[src/rtl/mbrf_pkg.sv]
package mbrf_pkg;

  typedef enum logic [2:0] {
    BK_SHARED = 3'd0,
    BK_FAST   = 3'd1,
    BK_IRQ    = 3'd2,
    BK_SVC    = 3'd3,
    BK_ABT    = 3'd4,
    BK_UND    = 3'd5
  } bank_e;

  localparam int NUM_BANKS = 6;
  localparam int MODE_W    = 5;
  localparam int ARCH_W    = 4;

  localparam logic [MODE_W-1:0] MD_USR = 5'b10000;
  localparam logic [MODE_W-1:0] MD_FIQ = 5'b10001;
  localparam logic [MODE_W-1:0] MD_IRQ = 5'b10010;
  localparam logic [MODE_W-1:0] MD_SVC = 5'b10011;
  localparam logic [MODE_W-1:0] MD_ABT = 5'b10111;
  localparam logic [MODE_W-1:0] MD_UND = 5'b11011;
  localparam logic [MODE_W-1:0] MD_SYS = 5'b11111;

  // Physical slot layout
  localparam int LOW_CNT   = 8;               // indices 0..7
  localparam int R15_SLOT  = LOW_CNT;         // index 15
  localparam int HI_CNT    = 5;               // indices 8..12
  localparam int HI_COMMON = R15_SLOT + 1;
  localparam int HI_FAST   = HI_COMMON + HI_CNT;
  localparam int SP_BASE   = HI_FAST + HI_CNT;
  localparam int LR_BASE   = SP_BASE + NUM_BANKS;
  localparam int PHYS_N    = LR_BASE + NUM_BANKS;
  localparam int PHYS_W    = $clog2(PHYS_N);

endpackage

[src/rtl/mode_bank_decode.sv]
module mode_bank_decode
  import mbrf_pkg::*;
(
  input  logic [MODE_W-1:0] mode,
  output bank_e             bank
);

  always_comb begin
    case (mode)
      MD_FIQ:  bank = BK_FAST;
      MD_IRQ:  bank = BK_IRQ;
      MD_SVC:  bank = BK_SVC;
      MD_ABT:  bank = BK_ABT;
      MD_UND:  bank = BK_UND;
      default: bank = BK_SHARED; // user, system and unknown codes
    endcase
  end

endmodule

[src/rtl/phys_index_map.sv]
module phys_index_map
  import mbrf_pkg::*;
(
  input  logic [ARCH_W-1:0] arch,
  input  bank_e             bank,
  output logic [PHYS_W-1:0] phys
);

  logic [PHYS_W-1:0] arch_ext;
  logic [PHYS_W-1:0] hi_off;
  logic [PHYS_W-1:0] bank_ext;

  assign arch_ext = PHYS_W'(arch);
  assign hi_off   = arch_ext - PHYS_W'(8);
  assign bank_ext = PHYS_W'(bank);

  always_comb begin
    if (arch < ARCH_W'(LOW_CNT)) begin
      phys = arch_ext;
    end else if (arch == 4'd15) begin
      phys = PHYS_W'(R15_SLOT);
    end else if (arch <= 4'd12) begin
      phys = (bank == BK_FAST) ? PHYS_W'(HI_FAST) + hi_off
                               : PHYS_W'(HI_COMMON) + hi_off;
    end else if (arch == 4'd13) begin
      phys = PHYS_W'(SP_BASE) + bank_ext;
    end else begin
      phys = PHYS_W'(LR_BASE) + bank_ext;
    end
  end

endmodule

[src/rtl/saved_status_bank.sv]
module saved_status_bank
  import mbrf_pkg::*;
#(
  parameter int DATA_W = 32
) (
  input  logic              clk,
  input  logic              rst,
  input  bank_e             bank,
  input  logic              we,
  input  logic [DATA_W-1:0] wdata,
  output logic [DATA_W-1:0] rdata
);

  localparam int SLOTS = NUM_BANKS - 1;

  logic [DATA_W-1:0] word_q [SLOTS];
  logic [2:0]        slot;

  assign slot = 3'(bank) - 3'd1;

  always_ff @(posedge clk) begin
    if (rst) begin
      for (int i = 0; i < SLOTS; i++) word_q[i] <= '0;
    end else if (we && bank != BK_SHARED) begin
      word_q[slot] <= wdata;
    end
  end

  assign rdata = (bank == BK_SHARED) ? '0 : word_q[slot];

endmodule

[src/rtl/mode_banked_regfile.sv]
module mode_banked_regfile
  import mbrf_pkg::*;
#(
  parameter int DATA_W = 32
) (
  input  logic              clk,
  input  logic              rst,
  input  logic              mode_we,
  input  logic [4:0]        mode_in,
  input  logic [3:0]        rd_a_idx,
  output logic [DATA_W-1:0] rd_a_data,
  input  logic [3:0]        rd_b_idx,
  output logic [DATA_W-1:0] rd_b_data,
  input  logic              wr_en,
  input  logic [3:0]        wr_idx,
  input  logic [DATA_W-1:0] wr_data,
  input  logic              sr_we,
  input  logic [DATA_W-1:0] sr_wr_data,
  output logic [DATA_W-1:0] sr_rd_data
);

  localparam int NPORT = 3; // 0: write, 1: read A, 2: read B

  logic [MODE_W-1:0] cur_mode;
  bank_e             cur_bank;

  always_ff @(posedge clk) begin
    if (rst)          cur_mode <= MD_SYS;
    else if (mode_we) cur_mode <= mode_in;
  end

  mode_bank_decode u_dec (
    .mode (cur_mode),
    .bank (cur_bank)
  );

  logic [ARCH_W-1:0] port_arch [NPORT];
  logic [PHYS_W-1:0] port_phys [NPORT];

  assign port_arch[0] = wr_idx;
  assign port_arch[1] = rd_a_idx;
  assign port_arch[2] = rd_b_idx;

  for (genvar p = 0; p < NPORT; p++) begin : g_map
    phys_index_map u_map (
      .arch (port_arch[p]),
      .bank (cur_bank),
      .phys (port_phys[p])
    );
  end

  logic [DATA_W-1:0] phys_q [PHYS_N];

  always_ff @(posedge clk) begin
    if (rst) begin
      for (int i = 0; i < PHYS_N; i++) phys_q[i] <= '0;
    end else if (wr_en) begin
      phys_q[port_phys[0]] <= wr_data;
    end
  end

  assign rd_a_data = phys_q[port_phys[1]];
  assign rd_b_data = phys_q[port_phys[2]];

  saved_status_bank #(.DATA_W(DATA_W)) u_sr (
    .clk   (clk),
    .rst   (rst),
    .bank  (cur_bank),
    .we    (sr_we),
    .wdata (sr_wr_data),
    .rdata (sr_rd_data)
  );

endmodule

[config.mk]
export PLATFORM = sky130hd
export DESIGN_NAME = mode_banked_regfile
export DESIGN_NICKNAME = d
export VERILOG_FILES = /design/src/rtl/mbrf_pkg.sv /design/src/rtl/mode_bank_decode.sv /design/src/rtl/phys_index_map.sv /design/src/rtl/saved_status_bank.sv /design/src/rtl/mode_banked_regfile.sv
export SDC_FILE = /design/constraint.sdc
export NUM_CORES = 2
export LEC_CHECK = 0
export BUFFER_PORTS_ARGS = -buffer_cell sky130_fd_sc_hd__clkbuf_2
export CAP_MARGIN = 30
export CORE_AREA = 2 2 338 406
export CTS_CLUSTER_SIZE = 24
export DETAILED_ROUTE_END_ITERATION = 8
export DIE_AREA = 0 0 340 408
export GPL_TIMING_DRIVEN = 0
export MAX_ROUTING_LAYER = met4
export PLACE_DENSITY = 0.67
export SYNTH_ARGS = -nofsm -noshare
export SYNTH_HDL_FRONTEND = slang
export SYNTH_HIERARCHICAL = 1
export SYNTH_SLANG_ARGS = --single-unit
[constraint.sdc]
create_clock -name clk -period 6.3 [get_ports clk]
set_input_delay 0.63 -clock clk [delete_from_list [all_inputs] [get_ports clk]]
set_output_delay 0.63 -clock clk [all_outputs]
set_load 0.005 [all_outputs]
# After elaboration in Yosys (flattened, before gate mapping)

Memories as Yosys holds them, arrays and structs flattened.
Cells that the tools add are included.

Word-level logic and storage cells: 69
Memories: 2
Memory bits (writable): 1,152
Register bits: 5

Mux-type cells: 31
$add $sub $neg: 12
Eq/ne operators: 12
$lt $le $gt $ge: 6
Reductions and logical operators: 5

Memories:

| memory      | words | bits a word | read ports | clocked after Yosys merged registers in | wr ports | line                      | source |
|---|---|---|---|---|---|---|---|
| phys_q      | 31    | 32          | 2          | 0                                       | 31       | mode_banked_regfile.sv:52 | `logic [DATA_W-1:0] phys_q [PHYS_N];` |
| u_sr.word_q | 5     | 32          | 1          | 0                                       | 5        | saved_status_bank.sv:16   | `logic [DATA_W-1:0] word_q [SLOTS];` |

Operators by type and width:

| cell                                             | number |
|---|---|
| two-way mux 32 bit                               | 3 |
| two-way mux 5 bit                                | 16 |
| OR reduction 32 bit                              | 2 |
| adder 4 x 5 -> 5 bit, first input constant       | 6 |
| == test 5 bit, second input constant             | 5 |
| == test 4 bit, second input constant             | 6 |
| case mux 3 bit (5 select lines)                  | 1 |
| subtractor 4 x 4 -> 5 bit, second input constant | 3 |
| <= comparator 4 bit, second input constant       | 3 |
| < comparator 4 bit, second input constant        | 3 |
| two-way mux 1 bit                                | 10 |
| adder 4 x 4 -> 5 bit, first input constant       | 1 |
| adder 5 x 3 -> 5 bit, first input constant       | 1 |
| == test 3 x 1 -> 1 bit, second input constant    | 1 |
| logical NOT 3 bit                                | 1 |
| two-way mux 3 bit                                | 1 |
| nonzero test 3 bit                               | 1 |
| subtractor 3 x 1 -> 3 bit, second input constant | 1 |
| logical AND 1 bit                                | 1 |

# Longest topological paths before layout

Depth after elaboration: 9
Mapped depth: 16

# Hierarchy

Netlist, hierarchy kept.

Modules (own cells, without submodules):

| module              | seq. area each (µm²) | area each (µm²) | instances | cells each |
|---|---|---|---|---|
| mode_banked_regfile | 30,849.6             | 56,259.0        | 1         | 4,622 |
| saved_status_bank   | 7,687.4              | 10,859.2        | 1         | 625 |
| phys_index_map      | 0.0                  | 385.4           | 3         | 54 |
| mode_bank_decode    | 0.0                  | 45.0            | 1         | 7 |

# Worst setup path before layout

OpenSTA, ideal clock, no wires.

Path type: reg2reg
Start: register cur_mode[3]
End: memory u_sr.word_q[6][0] (enable)
Setup slack: 946 ps
Arrival time: 4,893 ps
Stages on the path, launching flop included: 10
Data required time: 5,839 ps
Cell sequence: dfxtp_1 nor2b_1 nor3_1 inv_1 ha_1 nor2b_1 or4b_1 buf_2 clkbuf_1 nor3_1

RTL lines:

| element                | line                      | source |
|---|---|---|
| from (decl)            | mode_banked_regfile.sv:24 | `logic [MODE_W-1:0] cur_mode;` |
| from (signal assigned) | mode_banked_regfile.sv:29 | `else if (mode_we) cur_mode <= mode_in;` |
| to (decl)              | saved_status_bank.sv:16   |  |

==> reports/metrics.yaml <==
synth:
  synthCells: 5416
  ys_warn_count: 6
  ys_types: 56
  netlist_area_um2: 68300
  synth_seq_cells: 1285
  syn_nets: 5531
  avgSynthCellArea_um2: 12.6
  ys_seq_area_share_pct: 56.4
place:
  placed_cells: 7412
  port_buffers: 177
  place_area_um2: 71900
  place_hpwl_um: 173000
  gp_congestion: 1.01
floorplan:
  die_y_um: 408
  die_w_um: 340
  initial_core_util_pct: 50.6
  num_rows: 148
  core-area_um2: 135000
  die_area_um2: 139000
  io_pins: 182
setup_path:
  path_class: "reg2out"
  end_kind: "output pin"
  crit_family: "buffers and inverters"
  r2r_slack_ps: 1410
  r2r-start: "cur_mode[1]"
  critPathSlowestCell: "clkbuf_1"
  crit_fanout: 12
  slowest_delay_ps: 660
  worstReg2RegEnd: "phys_q[13][18]"
  worst_ep_required_time_ps: 5670
  start_kind: "flop"
  crit_buf_inv: 5
  arrival_ps: 5470
  rr_worst_depth: 11
  worstPathCellList: "nand2_1, nor3_2, buf_6, ha_1, nor2b_2, o21ai_0, a32o_1, nor2_1, clkbuf_1, buf_8, clkbuf_1, a22oi_1, nand3_1, nand3_1, clkbuf_2"
drt:
  drc: 0
  ant_nets: 0
  first_pass_iters: 6
  drtIter0Drc: 4463
  drt-total-wl_um: 220000
  vias_per_cell: 6.04
  vias: 46300
  wl_per_cell_um: 28.7
finish:
  fill_cells: 11200
  regArea_um2: 38500
  final_cell_mix: "edfxtp_1 (1,280), mux2i_1 (1,025), and2_1 (994), clkbuf_1 (263), clkbuf_2 (219)"
  multi_input_area_um2: 27100
  areaGrowthSynthToFinish_pct: 11.8
  drive_gt1_share_pct: 13.8
  fin_nets: 5871
  final_common_cell: "edfxtp_1"
  fin_cells: 7668
  final_cell_area_um2: 76400
clock_tree:
  cts_buffers: 137
  clock_path_buffers: 3
  cts_tree: "built"
  clock_latency_ps: 800
  hold_buffers: 0
  post_cts_buffers: 0
  cts.sinks: 1285
  root_buffer: "clkbuf_16"
  clk_pin_slew_ps: 60
  htree_levels: 4
  cts_resized: 1
grt:
  track_usage_pct: 32.1
  overflow: 0
  antenna_found_initial: 6
  grt_pass1_vias: 46700
  grt_pass1_wl_um: 312000
  grt_max_degree: 33
sta:
  worst_clock_skew_ps: 24.7
  hold_viol: 0
  relSlewSlack_pct: 25.8
  finalCriticalPeriod_ps: 6100
  timing.fmax_mhz: 164
  slew_violations: 0
  hold_slack_ps: 47.3
  setup_viol: 0
  period_share_pct: 96.8
  worstMarginPinSlew_ps: 1110
  rsz0062_at_grt: "false"
  setup_tns_ps: 0
hold_path:
  hold_end: "u_sr/word_q[6][11]"
  hp-start: "sr_wr_data[11]"
  hold_path.class: "in2reg"
  hold_depth: 1
run_status:
  status: "completed"
pwr:
  powerDensity_nw_per_um2: 287
  peakVddDrop_uv: 265
  p_leak_nw: 30.3
  finalPower_mw: 21.9
job:
  cap_viol_max_count: 0
==> power breakdown <==
part	total, mW	leakage, nW	switching (mW)	internal [mW]
Clock	8.09	2.14	3.52	4.57
Combinational	3.94	15.2	2.59	1.35
Sequential	9.89	13.0	0.158	9.73
==> worst max path at each step <==
stage                      from  slack [ps]                 end  cells past startpoint
finish              cur_mode[4]         200       rd_b_data[22]                     15
global route        cur_mode[4]          10       rd_b_data[21]                     15
CTS                 cur_mode[1]          10       rd_b_data[22]                     16
detailed placement  cur_mode[1]         810       rd_a_data[21]                     17
global placement    cur_mode[4]       -2500  u_sr/word_q[6][13]                      9
floorplan           cur_mode[3]         950   u_sr/word_q[6][0]                      9
==> synth_stat cells, drive strengths merged <==
cell type	count	area, um2
o41ai	3	48.8
or3	2	17.5
o21ai	24	120
ha	29	363
nand3	197	998
a21o	1	7.51
nor2b	18	128
nand2	215	807
inv	55	206
and2	994	6220
clkbuf	285	1160
a21oi	207	1050
o32ai	3	26.3
nand2b	14	95.1
nor3	232	1250
o21bai	5	37.5
or3b	1	11.3
nand3b	4	42.5
nor2	44	275
dfxtp	5	100
or4b	2	20.0
buf	223	1460
a311oi	3	26.3
a32oi	3	26.3
a22oi	192	1440
o31ai	3	22.5
nor3b	4	35.0
mux4	64	1440
xnor2	2	17.5
or2	33	206
xor2	6	52.6
a31oi	67	419
edfxtp	1280	38400
mux2i	1025	10300
a22o	160	1400
a32o	3	30.0
a211o	5	43.8
nand4	3	18.8
==> metal layers <==
metal	track usage, %	wire, um	vias up	part of all wire (%)
li1	-	-	20700	-
met1	38.3	82900	23000	38
met2	52.7	107000	2109	49
met3	5.13	17200	516	7.8
met4	16.6	12500	0	5.7
met5	-	0	-	0
==> area by class of cell <==
type,instances,area share [%]
well taps,1800,2.95
repair buffers,201,1.67
clock buffers,164,4.62
plain buffers,508,3.45
inverters,55,0.270
multi-input cells,3568,35.4
diodes,8,0.0262
clock inverters,79,1.11
flip-flops and latches,1285,50.5
==> flip-flops by register name, indices dropped and copies added, names as in the netlist <==
register and flops:
phys_q 1024, cur_mode 5, u_sr/word_q 256
==> stage by stage <==
| step | util [%] | setup slack [ps] |
|---|---|---|
| 2_1_floorplan | - | 946 |
| 3_3_place_gp | 52.9 | -2500 |
| 3_5_place_dp | 53.3 | 814 |
| 4_1_cts | 56.5 | 11.8 |
| 5_1_grt | 56.6 | 10.1 |
| 6_report | 56.6 | 202 |
==> logic make-up after synthesis <==
family | Yosys count | synth area share (%)
mux | 1089 | 17.1
flops | 1285 | 56.4
xor+xnor | 8 | 0.103
buf+inv | 563 | 4.14
compound gates | 679 | 6.88
simple gates | 1763 | 14.8
fa+ha+maj | 29 | 0.531
No activity file was read; power rests on OpenSTA's default activity.
